## src/rtl/pfx_pkg.sv

```systemverilog
`timescale 1ns/1ps
package pfx_pkg;
  typedef enum logic [2:0] {
    PH_IDLE,
    PH_UP,
    PH_FIX,
    PH_SWAP,
    PH_DOWN
  } pfx_phase_e;
endpackage

```

## src/rtl/pfx_seq.sv

```systemverilog
`timescale 1ns/1ps
module pfx_seq import pfx_pkg::*; #(
  parameter int L  = 3,
  parameter int LW = 2
) (
  input  logic          clk_i,
  input  logic          rst_ni,
  input  logic          start_i,
  output logic          load_o,
  output pfx_phase_e    phase_o,
  output logic [LW-1:0] lvl_o,
  output logic          act_o,
  output logic          busy_o,
  output logic          done_o
);
  localparam int STEPS = 2 * L + 2;
  localparam int CW    = $clog2(STEPS + 1) + 1;

  pfx_phase_e    phase_q;
  logic [LW-1:0] lvl_q;
  logic          sub_q;
  logic          done_q;

  assign busy_o  = (phase_q != PH_IDLE);
  assign load_o  = start_i && !busy_o;
  assign phase_o = phase_q;
  assign lvl_o   = lvl_q;
  assign act_o   = sub_q;
  assign done_o  = done_q;

  always_ff @(posedge clk_i or negedge rst_ni) begin
    if (!rst_ni) begin
      phase_q <= PH_IDLE;
      lvl_q   <= '0;
      sub_q   <= 1'b0;
      done_q  <= 1'b0;
    end else begin
      done_q <= 1'b0;
      case (phase_q)
        PH_IDLE: if (start_i) begin
          phase_q <= PH_UP;
          lvl_q   <= LW'(L - 1);
        end
        PH_UP: begin
          if (lvl_q == LW'(1)) begin
            phase_q <= PH_FIX;
            sub_q   <= 1'b0;
          end else lvl_q <= lvl_q - LW'(1);
        end
        // two-cycle budget: transfer, then update
        PH_FIX: begin
          if (sub_q) begin
            phase_q <= PH_SWAP;
            sub_q   <= 1'b0;
          end else sub_q <= 1'b1;
        end
        PH_SWAP: begin
          if (sub_q) begin
            phase_q <= PH_DOWN;
            sub_q   <= 1'b0;
            lvl_q   <= LW'(2);
          end else sub_q <= 1'b1;
        end
        PH_DOWN: begin
          if (lvl_q == LW'(L)) begin
            phase_q <= PH_IDLE;
            done_q  <= 1'b1;
          end else lvl_q <= lvl_q + LW'(1);
        end
        default: phase_q <= PH_IDLE;
      endcase
    end
  end

  // run-length counter for checking only
  logic [CW-1:0] run_cnt_q;
  always_ff @(posedge clk_i or negedge rst_ni) begin
    if (!rst_ni)     run_cnt_q <= '0;
    else if (load_o) run_cnt_q <= '0;
    else if (busy_o) run_cnt_q <= run_cnt_q + CW'(1);
  end

  AST_DONE_ONE_CYCLE: assert property (@(posedge clk_i) disable iff (!rst_ni)
    done_o |=> !done_o);
  AST_RUN_LENGTH: assert property (@(posedge clk_i) disable iff (!rst_ni)
    done_o |-> run_cnt_q == CW'(STEPS));
  AST_UP_TO_FIX: assert property (@(posedge clk_i) disable iff (!rst_ni)
    phase_q == PH_UP |=> (phase_q == PH_UP || phase_q == PH_FIX));
  AST_BUSY_KEEPS_RUN: assert property (@(posedge clk_i) disable iff (!rst_ni)
    (phase_q == PH_SWAP && start_i) |=> phase_q != PH_UP);
endmodule

```

## src/rtl/pfx_nodes.sv

```systemverilog
`timescale 1ns/1ps
module pfx_nodes import pfx_pkg::*; #(
  parameter int N  = 8,
  parameter int W  = 16,
  parameter int L  = 3,
  parameter int LW = 2
) (
  input  logic           clk_i,
  input  logic           rst_ni,
  input  logic           load_i,
  input  logic [N*W-1:0] op_i,
  input  pfx_phase_e     phase_i,
  input  logic [LW-1:0]  lvl_i,
  input  logic           act_i,
  output logic [N*W-1:0] sum_o
);
  localparam int NODES = 2 * N;

  // heap layout: node 1 root, node k at level d when (k >> d) == 1, leaves N..2N-1
  logic [W-1:0] node_q [NODES];
  logic [W-1:0] node_d [NODES];

  always_comb begin
    node_d = node_q;
    for (int k = 2; k < N; k++) begin
      if (!load_i) begin
        case (phase_i)
          PH_UP:   if ((k >> lvl_i) == 1) node_d[k] = node_q[2*k] + node_q[2*k+1];
          PH_SWAP: if (act_i) node_d[k] = (k % 2 == 1) ? node_q[k-1] : '0;
          PH_DOWN: if ((k >> lvl_i) == 1) node_d[k] = node_q[k] + node_q[k/2];
          default: ;
        endcase
      end
    end
    for (int k = N; k < NODES; k++) begin
      if (load_i) node_d[k] = op_i[(k-N)*W +: W];
      else begin
        case (phase_i)
          PH_FIX:  if (act_i && (k % 2 == 1)) node_d[k] = node_q[k-1] + node_q[k];
          PH_DOWN: if ((k >> lvl_i) == 1) node_d[k] = node_q[k] + node_q[k/2];
          default: ;
        endcase
      end
    end
  end

  always_ff @(posedge clk_i or negedge rst_ni) begin
    if (!rst_ni) begin
      for (int k = 0; k < NODES; k++) node_q[k] <= '0;
    end else begin
      node_q <= node_d;
    end
  end

  for (genvar i = 0; i < N; i++) begin : g_out
    assign sum_o[i*W +: W] = node_q[N+i];
  end

  AST_SWAP_CLEARS_LEFT: assert property (@(posedge clk_i) disable iff (!rst_ni)
    (phase_i == PH_SWAP && act_i) |=> node_q[2] == '0);
endmodule

```

## src/rtl/pfx_tree_scan.sv

```systemverilog
`timescale 1ns/1ps
module pfx_tree_scan import pfx_pkg::*; #(
  parameter int N = 8,
  parameter int W = 16
) (
  input  logic           clk_i,
  input  logic           rst_ni,
  input  logic           start_i,
  input  logic [N*W-1:0] op_i,
  output logic [N*W-1:0] sum_o,
  output logic           done_o
);
  localparam int L  = $clog2(N);
  localparam int LW = $clog2(L + 1);

  logic          load;
  pfx_phase_e    phase;
  logic [LW-1:0] lvl;
  logic          act;
  logic          busy;

  pfx_seq #(.L(L), .LW(LW)) u_seq (
    .clk_i   (clk_i),
    .rst_ni  (rst_ni),
    .start_i (start_i),
    .load_o  (load),
    .phase_o (phase),
    .lvl_o   (lvl),
    .act_o   (act),
    .busy_o  (busy),
    .done_o  (done_o)
  );

  pfx_nodes #(.N(N), .W(W), .L(L), .LW(LW)) u_nodes (
    .clk_i   (clk_i),
    .rst_ni  (rst_ni),
    .load_i  (load),
    .op_i    (op_i),
    .phase_i (phase),
    .lvl_i   (lvl),
    .act_i   (act),
    .sum_o   (sum_o)
  );

  AST_IDLE_HOLD: assert property (@(posedge clk_i) disable iff (!rst_ni)
    (!busy && !start_i) |=> $stable(sum_o));
endmodule

```

## config.mk

```make
export PLATFORM = sky130hd
export DESIGN_NAME = pfx_tree_scan
export DESIGN_NICKNAME = d
export VERILOG_FILES = /design/src/rtl/pfx_pkg.sv /design/src/rtl/pfx_seq.sv /design/src/rtl/pfx_nodes.sv /design/src/rtl/pfx_tree_scan.sv
export SDC_FILE = /design/constraint.sdc
export NUM_CORES = 1
export LEC_CHECK = 0
export ABC_AREA = 1
export BUFFER_PORTS_ARGS = -buffer_cell sky130_fd_sc_hd__buf_4
export CAP_MARGIN = 30
export CORE_MARGIN = 2
export CORE_UTILIZATION = 40
export DETAILED_ROUTE_END_ITERATION = 7
export HOLD_SLACK_MARGIN = 0.02
export REMOVE_ABC_BUFFERS = 1
export SLEW_MARGIN = 20
export SYNTH_ARGS = -nofsm -noshare
export SYNTH_HDL_FRONTEND = slang
export SYNTH_HIERARCHICAL = 1
export SYNTH_SLANG_ARGS = --single-unit
```

## constraint.sdc

```tcl
create_clock -name clk_i -period 6.2 [get_ports clk_i]
set_clock_uncertainty 0.15 [all_clocks]
set_input_delay 1.24 -clock clk_i [delete_from_list [all_inputs] [get_ports clk_i]]
set_output_delay 1.24 -clock clk_i [all_outputs]
set_load 0.005 [all_outputs]
```

==> results of run 1 <==
[placed cells by master, fill, tap and decap left out, drive strengths merged, types with 29 or more instances in the layout]
| cell type | count |
|---|---|
| dfrtp | 231 |
| nand3 | 425 |
| a21oi | 309 |
| buf | 279 |
| or2 | 52 |
| nand3b | 35 |
| nor2 | 370 |
| nand4 | 29 |
| clkbuf | 46 |
| xnor2 | 34 |
| ha | 272 |
| inv | 534 |
| nand2 | 1541 |
| o21ai | 205 |
| xor2 | 50 |
| nor3 | 37 |
[stage by stage]
step / cells / area [um2] / worst slack [ns]
floorplan: 4267 / 26090 / -2.248
global placement: 5425 / 29310 / 2.092
detailed placement: 5427 / 29370 / 1.968
CTS: 5485 / 30510 / 2.394
global route: 5486 / 30530 / 2.013
finish: 5486 / 30530 / 2.381
[state kept, by name, indices dropped and copies added (netlist names)]
register	cells
u_nodes/node_q	96
u_seq/lvl_o	2
u_nodes/sum_o	128
u_seq/done_o	1
u_seq/phase_o	3
u_seq/act_o	1
[worst min path at each step]
stage                                     from                               to  slack (ns)
2_1_floorplan  u_nodes/node_q[203]$_DFFE_PN0P_  u_nodes/node_q[203]$_DFFE_PN0P_        0.33
3_3_place_gp   u_nodes/node_q[204]$_DFFE_PN0P_  u_nodes/node_q[204]$_DFFE_PN0P_        0.37
3_5_place_dp   u_nodes/node_q[203]$_DFFE_PN0P_  u_nodes/node_q[203]$_DFFE_PN0P_        0.38
4_1_cts        u_nodes/node_q[203]$_DFFE_PN0P_  u_nodes/node_q[203]$_DFFE_PN0P_        0.39
5_1_grt        u_nodes/node_q[204]$_DFFE_PN0P_  u_nodes/node_q[204]$_DFFE_PN0P_        0.43
6_report       u_nodes/node_q[204]$_DFFE_PN0P_  u_nodes/node_q[204]$_DFFE_PN0P_        0.39
[worst reg2reg max path, stage by stage, from the launching register on]
cell and delay [ns]:
dfrtp_1 0.79, nand3b_2 0.58, inv_2 0.82, nor2_4 0.04, nand2_1 0.09, nand2_2 0.06
inv_2 0.63, buf_4 0.35, or2_0 0.15, nand2_1 0.06, inv_1 0.05
[routing by layer]
layer	vias to the layer above	track usage (%)
met1	13170	36.29
met3	134	3.669
met2	787	43.08
met5	-	0
li1	14620	-
met4	0	7.577
[final cells by class]
class,count,area (um2),area share [%]
Inverter,536,2021,6.618
Timing Repair Buffer,279,2167,7.098
Clock buffer,46,999.7,3.274
Tap cell,882,1104,3.614
Multi-Input combinational cell,3500,18320,60.00
Sequential cell,231,5781,18.93
Clock inverter,12,142.6,0.4672
[kinds of logic after synthesis]
logic type / count (synthesis) / share of synthesized area [%]
xor+xnor: 84 / 2.677
simple gates: 2512 / 38.08
fa+ha+maj: 290 / 13.69
compound gates: 614 / 12.10
flops: 231 / 21.03
buf+inv: 768 / 12.42
==> flow_metrics.tcl, run 1 <==
set metrics [dict create \
    outcome "complete, no violations" \
    ys_warn_count 6 \
    r2r-end "u_nodes/node_q[141]$_DFFE_PN0P_" \
    synth-seq-cells 231 \
    clk_pin_slew_ns 0.06 \
    seq_area_frac_synth_pct 21.03 \
    post_synth_num_cell_types 52 \
    totalWireLength_mm 95.34 \
    startpoint "u_seq/phase_o[1]$_DFFE_PN0P_" \
    area_growth_syn_to_layout_pct 11.09 \
    nets 5003 \
    dr.pass1.iters 6 \
    avgSynthCellArea_um2 6.109 \
    dr_wl_met2_mm 42.47 \
    htree_levels 2 \
    grt.overflow.total 0 \
    ios 260 \
    grt_pass1_vias 27100 \
    synthCells 4499 \
    r2r_start "u_seq/phase_o[1]$_DFFE_PN0P_" \
    synthFlopType "dfrtp_1" \
    cp-endpoint "u_nodes/node_q[141]$_DFFE_PN0P_" \
    max_freq_mhz 261.9 \
    die_y_um 266.1 \
    crit_path_end_kind "flop" \
    arrival_ns 4.17 \
    critPathSlowestCell "inv_2" \
    setup_tns_ns 0 \
    hold_slack_ns 0.3906 \
    slew_headroom_pct 34.68 \
    synth_edf_count 0 \
    antennaDiodeCount 0 \
    cts_post_setup_buffers_inserted 0 \
    maxCapViolCount 0 \
    highest_layer "met4" \
    period_needed_ns 3.819 \
    grt_first_pass_wirelength_mm 147.8 \
    insertion_delay_ns 0.57 \
    hold_depth 2 \
    cts_root_buffer "clkbuf_16" \
    setup_violations 0 \
    crit_buf_inv 4 \
    crit_path_max_incr_delay_ns 0.81 \
    met1_length_mm 44.35 \
    crit_cells 10 \
    dieWidth_um 266.1 \
    grt.total_usage_pct 26.41 \
    vias_per_cell 5.232 \
    drt.antenna.violating_nets 0 \
    drt-initial-drc-count 2065 \
    dr_total_vias 28700 \
    grt_antenna_before_repair 2 \
    hpwl_mm 74.07 \
    finalWeightedCongestion 0.9355 \
    core_area_um2 68350 \
    rsz0062_at_grt "false" \
    drc_errors 0 \
    fill_cells 7309 \
    ctsResizeCount 0 \
    hp-class "flop to flop" \
    cp.required_ns 6.55 \
    reg2reg_slack_ns 2.38 \
    cts-hold-fix-buffers 0 \
    tritoncts "done" \
    crit_family "buffers and inverters" \
    fin_util_pct 44.67 \
    port-buffer-count 259 \
    die-area_um2 70820 \
    critical_path.max_fanout 48 \
    start_kind "flop" \
    drive_gt1_share_pct 8.710 \
    wl_per_cell_um 17.38 \
    dr_wl_met3_mm 5.969 \
    clkSinkCount 231 \
    synthMostInstantiatedCell "nand2_1" \
    r2r_cells 10 \
    path_class "flop to flop" \
    start_util_pct 40.21 \
    fin_crit_sh_pct 61.59 \
    synth_area_um2 27480 \
    final_max_slew_viol_count 0 \
    synth_top_area_share_pct 21.03 \
    ys_top_cells_by_count "nand2_1, inv_1, nand3_1" \
    rows 96 \
    cts_buffer_depth 3 \
    synth_area_leaders "dfrtp_1, nand2_1, ha_1, nand3_1, inv_1" \
    grt_max_degree 108 \
    hold_violations 0 \
    tightestPinTransition_ns 0.9799 \
    numCtsBuffers 34 \
    async_flop_share_pct 100.0 \
    crit_chain "nand3b_2, inv_2, nor2_4, nand2_1, nand2_2, inv_2, buf_4, or2_0, nand2_1, inv_1" \
    yosysTopAreaCell "dfrtp_1" \
]
Power of run 1 is not shown: default switching activity piles up to over one toggle a cycle in this logic, so the estimate is an artifact.
==> run 2, diff against run 1 <==
Clock period 6.2 ns to 3.15 ns, I/O delays scaled along.
==> flow_metrics.tcl, run 2 (synthesis gave the netlist of run 1 again) <==
set metrics [dict create \
    drc_errors 0 \
    mostFrequentLayoutCells "nand2_1, inv_1, nand3_1" \
    totalWireLength_mm 95.24 \
    hold_violations 0 \
    antennaDiodeCount 0 \
    critical_path.max_fanout 32 \
    fill_cells 7320 \
    maxCapViolCount 0 \
    numCtsBuffers 31 \
    period_needed_ns 2.773 \
    cp.required_ns 3.48 \
    clkSinkCount 231 \
    layout_commonest_cell "nand2_1" \
    die_y_um 266.1 \
    finalWeightedCongestion 0.9250 \
    arrival_ns 3.11 \
    rows 96 \
    dieWidth_um 266.1 \
    port-buffer-count 259 \
    core_area_um2 68350 \
    tightestPinTransition_ns 0.8571 \
    wl_per_cell_um 17.27 \
    die-area_um2 70820 \
    final_max_slew_viol_count 0 \
    grt_first_pass_wirelength_mm 148.4 \
    cts_buffer_depth 3 \
    path_class "flop to flop" \
    dr_total_vias 28770 \
    setup_violations 0 \
    worst_path_most_repeated_cell "buf_4" \
    use_met3_pct 2.847 \
    tritoncts "done" \
    crit_buf_inv 4 \
    nets 5028 \
    met2_usage_pct 43.24 \
    start_kind "flop" \
    area_growth_syn_to_layout_pct 12.07 \
    hp-class "primary input to flop" \
    grt_antenna_before_repair 0 \
    grt.overflow.total 0 \
    clk_pin_slew_ns 0.06 \
    critPathSlowestCell "dfrtp_1" \
    insertion_delay_ns 0.64 \
    htree_levels 1 \
    start_util_pct 40.21 \
    rsz0062_at_grt "false" \
    crit_family "buffers and inverters" \
    met1_usage_pct 36.88 \
    fin_cells 5514 \
    cts_root_buffer "clkbuf_16" \
    crit_path_end_kind "flop" \
    fin_crit_sh_pct 88.05 \
    grt.total_usage_pct 26.38 \
    dr.pass1.iters 5 \
    drive_gt1_share_pct 9.348 \
    largest_register_ffs 128 \
    grt_pass1_vias 27040 \
    vias_per_cell 5.218 \
    drt.antenna.violating_nets 0 \
    drt-initial-drc-count 1935 \
    max_freq_mhz 360.6 \
    hpwl_mm 75.12 \
    slew_headroom_pct 42.86 \
    grt_max_degree 82 \
    ios 260 \
    cts_post_setup_buffers_inserted 0 \
    outcome "complete, no violations" \
    busiest_layer "met2" \
    crit_path_max_incr_delay_ns 0.54 \
    crit_chain "nor2_4, nand2_1, nor2_4, buf_4, nor2_1, nand3_1, buf_4, inv_1, buf_4, o211ai_1, o21ai_0" \
    dpl.cell_count 5455 \
]
==> run 2: timing repair <==
action | in CTS | in global routing
endpoints found under the hold margin | 72 | 0
resized for setup | 0 | 0
hold buffers | 1 | 0
==> run 2: final cells by class <==
class	instances	area [um2]	area share (%)
clock buffers	35	830.8	2.697
inverters	536	2021	6.561
clock inverters	23	307.8	0.9993
multi-input cells	3500	18320	59.47
repair buffers	307	2440	7.921
flip-flops and latches	231	5781	18.77
well taps	882	1104	3.583
==> run 2: per-layer routing <==
layer,vias to the layer above,wire (um)
li1,14680,-
met1,13250,45390
met2,738,42390
met3,110,5105
met4,0,2349
met5,-,0
==> run 2: final timing paths <==
check	start	endpoint	slack, ns	cells past startpoint
min	op_i[116]	u_nodes/sum_o[116]$_DFFE_PN0P_	0.08	3
max in group asynchronous	rst_ni	u_nodes/sum_o[61]$_DFFE_PN0P_	1.66	3
min in group asynchronous	rst_ni	u_nodes/sum_o[3]$_DFFE_PN0P_	0.47	2
max reg2reg	u_seq/phase_o[0]$_DFFE_PN0P_	u_nodes/node_q[193]$_DFFE_PN0P_	0.38	11
max	u_seq/phase_o[0]$_DFFE_PN0P_	u_nodes/node_q[193]$_DFFE_PN0P_	0.38	11
min reg2reg	u_nodes/node_q[206]$_DFFE_PN0P_	u_nodes/node_q[206]$_DFFE_PN0P_	0.38	2
==> run 2: per-stage QoR <==
step / area (um2) / util [%] / setup WS, ns / hold slack, ns / TNS [ns]
2_1_floorplan: 26090 / - / -4.857 / 0.1844 / -696.81
3_3_place_gp: 29650 / 43.39 / 0.4547 / 0.3689 / 0
3_5_place_dp: 29650 / 43.39 / 0.3918 / 0.3689 / 0
4_1_cts: 30800 / 45.07 / 0.3656 / 0.05439 / 0
5_1_grt: 30800 / 45.07 / 0.1838 / 0.09294 / 0
6_report: 30800 / 45.07 / 0.3765 / 0.08430 / 0
==> run 2: worst min-delay path: stages <==
cell      delay [ns]
buf_4           0.09
o211ai_1        0.07
nand2_1         0.05
Power of run 2 is left out for the same reason.
